## config.mk

```make
export PLATFORM = sky130hd
export DESIGN_NAME = sclk_reload_timer
export DESIGN_NICKNAME = d
export VERILOG_FILES = /design/src/rtl/brt_pkg.sv /design/src/rtl/brt_reload_reg.sv /design/src/rtl/brt_ctrl.sv /design/src/rtl/brt_counter.sv /design/src/rtl/brt_sclk.sv /design/src/rtl/sclk_reload_timer.sv
export SDC_FILE = /design/constraint.sdc
export NUM_CORES = 1
export LEC_CHECK = 0
export CORE_UTILIZATION = 31
export DETAILED_ROUTE_END_ITERATION = 7
export PLACE_DENSITY = 0.63
export SETUP_SLACK_MARGIN = 0.1
export SLEW_MARGIN = 20
export SYNTH_ARGS = -nofsm -noshare
export SYNTH_HDL_FRONTEND = slang
export SYNTH_SLANG_ARGS = --single-unit
```

## constraint.sdc

```tcl
create_clock -name clk -period 3.5 [get_ports clk]
set_input_delay 0.525 -clock clk [delete_from_list [all_inputs] [get_ports clk]]
set_output_delay 0.525 -clock clk [all_outputs]
set_load 0.01 [all_outputs]
```

## src/rtl/brt_pkg.sv

```systemverilog
package brt_pkg;
   typedef enum logic [1:0] {
      CNT_HOLD   = 2'd0,
      CNT_LOAD   = 2'd1,
      CNT_DEC    = 2'd2,
      CNT_RELOAD = 2'd3
   } cnt_op_e;
endpackage

```

## src/rtl/brt_reload_reg.sv

```systemverilog
module brt_reload_reg #(
   parameter int W           = 16,
   parameter bit SLAVE_CLAMP = 1'b1
) (
   input  logic         clk,
   input  logic         rst_n,
   input  logic         en,
   input  logic         master_mode,
   input  logic         wr,
   input  logic [W-1:0] wdata,
   output logic [W-1:0] reload_q,
   output logic [W-1:0] eff_reload,
   output logic         cfg_err
);
   localparam logic [W-1:0] ZERO = '0;
   localparam logic [W-1:0] ONE  = {{(W-1){1'b0}}, 1'b1};

   logic wr_ok;
   logic slave_zero;

   assign wr_ok      = wr & ~en;
   assign slave_zero = ~master_mode & (reload_q == ZERO);

   always_ff @(posedge clk or negedge rst_n) begin
      if (!rst_n) begin
         reload_q <= ZERO;
      end else if (wr_ok) begin
         reload_q <= wdata;
      end
   end

   generate
      if (SLAVE_CLAMP) begin : g_clamp
         assign eff_reload = slave_zero ? ONE : reload_q;
         always_ff @(posedge clk or negedge rst_n) begin
            if (!rst_n) begin
               cfg_err <= 1'b0;
            end else if (wr_ok) begin
               cfg_err <= 1'b0;
            end else if (en && slave_zero) begin
               cfg_err <= 1'b1;
            end
         end
      end else begin : g_noclamp
         assign eff_reload = reload_q;
         assign cfg_err    = 1'b0;
      end
   endgenerate
endmodule

```

## src/rtl/brt_ctrl.sv

```systemverilog
module brt_ctrl
   import brt_pkg::*;
(
   input  logic    clk,
   input  logic    rst_n,
   input  logic    en,
   input  logic    cnt_zero,
   output cnt_op_e op,
   output logic    half_tick
);
   logic run_q;

   always_ff @(posedge clk or negedge rst_n) begin
      if (!rst_n) run_q <= 1'b0;
      else        run_q <= en;
   end

   always_comb begin
      if (!en)          op = CNT_HOLD;
      else if (!run_q)  op = CNT_LOAD;
      else if (cnt_zero) op = CNT_RELOAD;
      else              op = CNT_DEC;
   end

   assign half_tick = (op == CNT_RELOAD);
endmodule

```

## src/rtl/brt_counter.sv

```systemverilog
module brt_counter
   import brt_pkg::*;
#(
   parameter int W = 16
) (
   input  logic         clk,
   input  logic         rst_n,
   input  cnt_op_e      op,
   input  logic [W-1:0] load_val,
   output logic [W-1:0] count_q,
   output logic         cnt_zero
);
   localparam logic [W-1:0] ONE = {{(W-1){1'b0}}, 1'b1};

   always_ff @(posedge clk or negedge rst_n) begin
      if (!rst_n) begin
         count_q <= '0;
      end else begin
         unique case (op)
            CNT_LOAD, CNT_RELOAD: count_q <= load_val;
            CNT_DEC:              count_q <= count_q - ONE;
            default:              count_q <= count_q;
         endcase
      end
   end

   assign cnt_zero = (count_q == '0);
endmodule

```

## src/rtl/brt_sclk.sv

```systemverilog
module brt_sclk (
   input  logic clk,
   input  logic rst_n,
   input  logic en,
   input  logic half_tick,
   output logic sclk
);
   always_ff @(posedge clk or negedge rst_n) begin
      if (!rst_n)         sclk <= 1'b0;
      else if (!en)       sclk <= 1'b0;
      else if (half_tick) sclk <= ~sclk;
   end
endmodule

```

## src/rtl/sclk_reload_timer.sv

```systemverilog
module sclk_reload_timer
   import brt_pkg::*;
#(
   parameter int CNT_W       = 16,
   parameter bit SLAVE_CLAMP = 1'b1
) (
   input  logic             clk,
   input  logic             rst_n,
   input  logic             en,
   input  logic             master_mode,
   input  logic             reg_wr,
   input  logic [CNT_W-1:0] reg_wdata,
   output logic [CNT_W-1:0] reg_rdata,
   output logic             sclk,
   output logic             half_tick,
   output logic             cfg_err
);
   generate
      if (CNT_W < 2) begin : g_bad_width
         $error("sclk_reload_timer: CNT_W must be at least 2");
      end
   endgenerate

   logic [CNT_W-1:0] reload_q;
   logic [CNT_W-1:0] eff_reload;
   logic [CNT_W-1:0] count_q;
   logic             cnt_zero;
   cnt_op_e          op;

   brt_reload_reg #(.W(CNT_W), .SLAVE_CLAMP(SLAVE_CLAMP)) u_reload (
      .clk(clk), .rst_n(rst_n), .en(en), .master_mode(master_mode),
      .wr(reg_wr), .wdata(reg_wdata), .reload_q(reload_q),
      .eff_reload(eff_reload), .cfg_err(cfg_err)
   );

   brt_ctrl u_ctrl (
      .clk(clk), .rst_n(rst_n), .en(en), .cnt_zero(cnt_zero),
      .op(op), .half_tick(half_tick)
   );

   brt_counter #(.W(CNT_W)) u_cnt (
      .clk(clk), .rst_n(rst_n), .op(op), .load_val(eff_reload),
      .count_q(count_q), .cnt_zero(cnt_zero)
   );

   brt_sclk u_sclk (
      .clk(clk), .rst_n(rst_n), .en(en), .half_tick(half_tick), .sclk(sclk)
   );

   assign reg_rdata = en ? count_q : reload_q;
endmodule

```

## Yosys cells after proc, flatten, opt, wreduce, memory -nomap -nowiden

Index checks and enable logic that the tools add are counted.

- $add $sub $neg: 1
- Multipliers: 0
- Div/mod/pow operators: 0
- $lt $le $gt $ge: 0
- Equality and inequality tests: 4
- Shift-type cells: 0
- Muxes and demuxes: 10
- Bitwise logic cells: 5
- Reductions and logical operators: 6

Operator list:

| operator | count |
|---|---|
| logical NOT 16 bit | 2 |
| two-way mux 16 bit | 2 |
| case mux 16 bit (2 select lines) | 1 |
| subtractor 16 x 1 -> 16 bit (second input constant) | 1 |
| two-way mux 1 bit | 5 |
| equality test 2 bit (second input constant) | 2 |
| two-way mux 2 bit | 2 |
| nonzero test 2 bit | 2 |
| NOT 1 bit | 3 |
| bitwise AND 1 bit | 2 |
| equality test 2 x 1 -> 1 bit (second input constant) | 1 |
| inequality test 2 x 1 -> 1 bit (second input constant) | 1 |
| OR reduction 2 bit | 1 |
| logical AND 1 bit | 1 |

- Flip-flop bits (word level): 35
- Bits in latches: 0
- Bits in writable memories: 0
- Bits in read-only memories: 0
- Output and inout port bits: 19
- Word-level logic and storage cells: 31
- Memories kept: 0

## Depth between registers and ports, before layout

- Word-level depth: 7
- Mapped depth: 7
- Depth with buffers taken out: 6

## By module

Synthesis repeated with hierarchy kept, for this count alone.

- Cells, all modules: 188
- Area, all modules: 2,078.2 sq um

By module, submodules not included:

| module | times used | cells an instance | area an instance (sq um) | sequential area each (sq um) |
|---|---|---|---|---|
| brt_counter | 1 | 101 | 948.4 | 400.4 |
| brt_reload_reg | 1 | 61 | 790.8 | 425.4 |
| sclk_reload_timer | 1 | 18 | 249.0 | 0.0 |
| brt_ctrl | 1 | 5 | 50.0 | 25.0 |
| brt_sclk | 1 | 3 | 40.0 | 25.0 |

## Worst setup path before layout

Ideal clock, no wire load.

- Path type: input port to output port
- From: in en
- To: out reg_rdata[2]
- Arrival: 1.566 ns
- Required time: 2.975 ns
- Slack: 1.409 ns
- Stages on the path: 5
- Path buffers: 3
- Cells stage by stage: clkbuf_1 -> clkbuf_1 -> clkbuf_1 -> nand2_1 -> o21ai_0

- Word-level cells in the longest chain between the ends: 1

Ends and longest elaborated chain:

| element | RTL line | source |
|---|---|---|
| start: declaration | sclk_reload_timer.sv:9 | `input logic en,` |
| two-way mux 16 bit | sclk_reload_timer.sv:50 | `assign reg_rdata = en ? count_q : reload_q;` |
| end: declaration | sclk_reload_timer.sv:13 | `output logic [CNT_W-1:0] reg_rdata,` |

No other way between the ends.

## Worst setup path in the final report

- From: reg u_cnt.count_q[11]
- To: out half_tick

- Word-level cells in the longest chain between the ends: 5

Ends and longest elaborated chain:

| element | RTL line | source |
|---|---|---|
| start: declaration | brt_counter.sv:10 | `output logic [W-1:0] count_q,` |
| start signal: assignment | brt_counter.sv:20 | `CNT_LOAD, CNT_RELOAD: count_q <= load_val;` |
| start signal: assignment | brt_counter.sv:21 | `CNT_DEC: count_q <= count_q - ONE;` |
| start signal: assignment | brt_counter.sv:22 | `default: count_q <= count_q;` |
| logical NOT 16 bit | brt_counter.sv:27 | `assign cnt_zero = (count_q == '0);` |
| two-way mux 1 bit | brt_ctrl.sv:21 | `else if (cnt_zero) op = CNT_RELOAD;` |
| two-way mux 2 bit | brt_ctrl.sv:20 | `else if (!run_q) op = CNT_LOAD;` |
| two-way mux 2 bit | brt_ctrl.sv:19 | `if (!en) op = CNT_HOLD;` |
| equality test 2 bit | brt_ctrl.sv:25 | `assign half_tick = (op == CNT_RELOAD);` |
| end: declaration | sclk_reload_timer.sv:15 | `output logic half_tick,` |

No other way between the ends.

==> results by stage <==
Worst setup path:
- The critical path data arrival time is 2250 ps.
- The worst setup path is of the flop to output pin kind.
- The critical register-to-register path endpoint is u_cnt.count_q[14]$_DFFE_PN0P_.
- The cell family with the largest share of critical-path delay is simple AND/OR/NAND/NOR gates.
- The highest net fanout along the worst path is 8.
- Together, buffers and inverters on the worst path number 1.
- The critical path required time is 2970 ps.
- The kind of end point of the critical path is an output pin.
- The worst setup slack for register-to-register paths is 1060 ps.
- The worst setup path is launched from a flop.
- In this run the critical register-to-register path is launched from u_cnt.count_q[0]$_DFFE_PN0P_.
- The signal on the critical path passes through nor4_1, nand4_1, nor2_1, clkdlybuf4s50_1.
- Counting cells, the worst reg-to-reg path comes to 6.
- The cell type of the slowest stage on the worst timing path is sky130_fd_sc_hd__clkdlybuf4s50_1.
- The maximum single-stage delay on the critical path is 550 ps.

Synth:
- The post-synthesis net count is 238.
- The xor and xnor fraction of the mapped netlist area is 0.
- The number of flip-flops and latches in the synthesized netlist is 35.
- For this run, the register share of the synthesized area comes to 0.403.
- The count of flip-flops with a built-in enable after synthesis is 0.
- Counting distinct cell types in the post-synthesis netlist gives 50.
- The fraction of the mapped netlist area in compound gates is 0.165.
- The average size of a mapped cell is 10.1 um^2.
- The yosys synthesis warning count is 0.
- The proportion of synthesized area in mux cells is 0.154.
- For this run, asynchronously set or reset flops after synthesis account for 1.00.
- The main combinational cell family by area after synthesis is simple AND/OR/NAND/NOR gates.
- The cell count after synthesis came out at 216.
- The top flip-flop cell by instance count after synthesis is sky130_fd_sc_hd__dfrtp_1.
- Of the total synthesized cell area, the portion taken by full adders, half adders and majority gates is 0.00576.
- Summing every instance area after synthesis gives 2170 um^2.
- Of the total synthesized cell area, the portion taken by AND, OR, NAND and NOR gates is 0.217.

Clocking:
- Once the clock tree was built, the resizer swapped 0 gates to a different size.
- The total number of clock tree sinks is 35.
- The clock-pin transition on the worst setup and hold timing paths is 80 ps.
- The cell at the root of the clock tree is sky130_fd_sc_hd__clkbuf_8.
- The maximum count of clock buffers along a single path is 2.
- TritonCTS created 5 clock buffers.
- TritonCTS built the clock tree.
- The clock insertion delay at the later pin of the skew report is 290 ps.
- The H-tree was split into 2 levels.
- The buffers inserted during post-CTS setup optimization is 0.
- The hold buffer count at CTS is 0.

Final layout:
- From synthesis to final layout, the design area changed by 28.8%.
- The share of the core filled with cells in the final layout is 0.411.
- The finished layout holds 350 standard cells, fillers aside.
- The leading cell type in the layout, fill and taps excluded is sky130_fd_sc_hd__clkdlybuf4s50_1.
- The top cell types in the final layout, fill and taps aside, are sky130_fd_sc_hd__clkdlybuf4s50_1, sky130_fd_sc_hd__dfrtp_1, sky130_fd_sc_hd__mux2_2.
- The number of antenna repair diodes is 0.
- The fraction of final layout cells sized beyond drive strength 1 is 0.193.
- For this run, the post-layout net count is 275.

Outcome:
- The flow ran to the end, and the final reports show no timing, DRC or antenna violations.

Global route:
- The total routing usage reported by global routing is 0.168.
- The first global-routing pass estimated 9740 um of wire.
- The number of global-route vias before repair is 1912.
- The initial antenna violation count came to 0.
- Entering global routing, the biggest net connects 50 pins.
- Summed over all layers, the global routing overflow is 0.

Place:
- The half-perimeter wire length of the detailed placement result is 4030 um.
- The number of cells in the design after placement is 342.
- The count of port buffers added during placement is 39.
- The global placer's final weighted congestion is 0.828.
- The worst slack at placement is 847 ps.

Hold path:
- The beginning of the worst hold path is u_sclk.sclk$_DFFE_PN0P_.
- Along the worst hold path, the cell count comes to 2.
- The worst hold path terminates at u_sclk.sclk$_DFFE_PN0P_.
- The tightest min-delay check is of the flop to flop type.

Die:
- The total I/O pin count is 40.
- From bottom edge to top edge, the die measures 85.7 um.
- From left edge to right edge, the die measures 85.7 um.
- For this configuration, the core starts out at a cell density of 0.320.
- The floorplan row count is 30.
- The die covers 7340 um^2.
- The total area inside the core boundary comes to 6790 um^2.

STA:
- At the pin with the least slew margin, the transition time is 574 ps.
- Headroom to the max-slew limit came out at 0.617.
- Across all setup checks in the final design, the least slack found is 723 ps.
- The count of endpoints failing hold in the final timing report is 0.
- The fmax is 0.360 GHz.
- The setup clock skew after layout is 3.80 ps.
- Setup repair after global routing left no endpoint under its margin.
- The share of the clock period used by the worst path is 0.793.
- The total setup violations reported at the end of the flow is 0.
- The shortest period the worst path allows is 2780 ps.
- The total negative slack for setup checks is 0 ps.
- The number of pins with negative max-slew slack in the final report is 0.
- The worst hold-check slack is 561 ps.

Power and ir drop:
- The maximum vdd drop is 0.236 mV.
- Dividing total power by cell area gives a power density of 505 nW/um^2.
- The cell leakage power is 1.06 nW.

Detailed routing:
- The DRC violation count after routing is 0.
- For this run, the detailed router's first-pass iteration total came to 4.
- The DRC violation total after the first TritonRoute iteration is 138.
- The total wire length is 5680 um.
- The detail route stage leaves a number of antenna-violating nets equal to 0.
- In the final routed layout, each cell accounts on average for 16.2 um.
- The detailed router placed 1959 vias in this run.
- The via count normalized by instance count is 5.60.

Run:
- The reported max-cap violation count is 0.
-- how the worst max path moves through the flow --
stage | startpoint | end | depth (start not counted)
detailed placement | en | reg_rdata[9] | 4
floorplan | en | reg_rdata[2] | 5
CTS | u_cnt.count_q[11]$_DFFE_PN0P_ | half_tick | 4
finish | u_cnt.count_q[11]$_DFFE_PN0P_ | half_tick | 4
global route | u_cnt.count_q[11]$_DFFE_PN0P_ | half_tick | 4
global placement | en | reg_rdata[7] | 4
-- report_power, final --
part	leakage, nW	internal, mW	total (mW)	switching, mW
logic	0.585	0.211	0.378	0.166
clock network	0.0644	0.284	0.445	0.161
registers	0.414	0.471	0.590	0.119
total	1.06	0.966	1.41	0.446
-- layer usage --
metal	part of all wire	up-vias	track usage	wire length, um
met5	0	-	0	0
met3	0.062	9	0.0289	351
li1	-	907	-	-
met2	0.48	74	0.271	2740
met1	0.44	969	0.225	2470
met4	0.019	0	0.0667	108
-- cells in the mapped netlist, types with 2 or more instances --
| cell type | n | area (um^2) |
|---|---|---|
| sky130_fd_sc_hd__nor2b_1 | 3 | 18.8 |
| sky130_fd_sc_hd__o221ai_1 | 5 | 43.8 |
| sky130_fd_sc_hd__nor2_1 | 9 | 33.8 |
| sky130_fd_sc_hd__nand2_1 | 12 | 45.0 |
| sky130_fd_sc_hd__dfrtp_1 | 35 | 876 |
| sky130_fd_sc_hd__a21oi_1 | 10 | 50.1 |
| sky130_fd_sc_hd__a311oi_1 | 2 | 17.5 |
| sky130_fd_sc_hd__and4_1 | 7 | 61.3 |
| sky130_fd_sc_hd__nand3_1 | 2 | 10.0 |
| sky130_fd_sc_hd__nand4_1 | 7 | 43.8 |
| sky130_fd_sc_hd__o311a_1 | 2 | 20.0 |
| sky130_fd_sc_hd__or3_1 | 2 | 12.5 |
| sky130_fd_sc_hd__nor3_1 | 10 | 50.1 |
| sky130_fd_sc_hd__a31oi_1 | 3 | 18.8 |
| sky130_fd_sc_hd__o22ai_1 | 2 | 12.5 |
| sky130_fd_sc_hd__nor4_1 | 7 | 43.8 |
| sky130_fd_sc_hd__o21ai_1 | 3 | 15.0 |
| sky130_fd_sc_hd__inv_1 | 13 | 48.8 |
| sky130_fd_sc_hd__a22oi_1 | 2 | 15.0 |
| sky130_fd_sc_hd__mux2_2 | 28 | 315 |
| sky130_fd_sc_hd__o211ai_1 | 5 | 37.5 |
| sky130_fd_sc_hd__a221o_1 | 2 | 20.0 |
| sky130_fd_sc_hd__mux2i_1 | 2 | 20.0 |
| sky130_fd_sc_hd__a211oi_1 | 2 | 15.0 |
| sky130_fd_sc_hd__o21ai_0 | 6 | 30.0 |
| sky130_fd_sc_hd__buf_6 | 2 | 22.5 |
| sky130_fd_sc_hd__clkbuf_1 | 10 | 37.5 |
-- cells by family after synthesis --
logic type / after synthesis
fa+ha+maj: 1
simple gates: 72
compound gates: 51
mux: 30
flops: 35
buf+inv: 27
-- worst min-delay path: cells and delay by family (launching register included) --
family          cells  cell delay [ps]
compound gates      2              120
flops               1              400
-- registers in the layout, summed over array words and instances, names as in the netlist --
register	flops
u_sclk.sclk	1
u_reload.cfg_err	1
u_cnt.count_q	16
u_ctrl.run_q	1
u_reload.reload_q	16
-- cell type report --
type                            instances  area, um^2
Fill cell                             689        4000
Sequential cell                        35         876
Clock buffer                            5        68.8
Inverter                               14        52.6
Clock inverter                          3        67.6
Multi-Input combinational cell        154        1180
Tap cell                               96         120
Timing Repair Buffer                   43         433
-- stage by stage --
stage | instance area, um^2 | power [mW]
3_5_place_dp | 2660 | 0.975
6_report | 2800 | 1.41
2_1_floorplan | 2170 | 0.798
4_1_cts | 2800 | 1.42
3_3_place_gp | 2660 | 0.968
5_1_grt | 2800 | 1.49
Power figures use the tool's default switching activity.
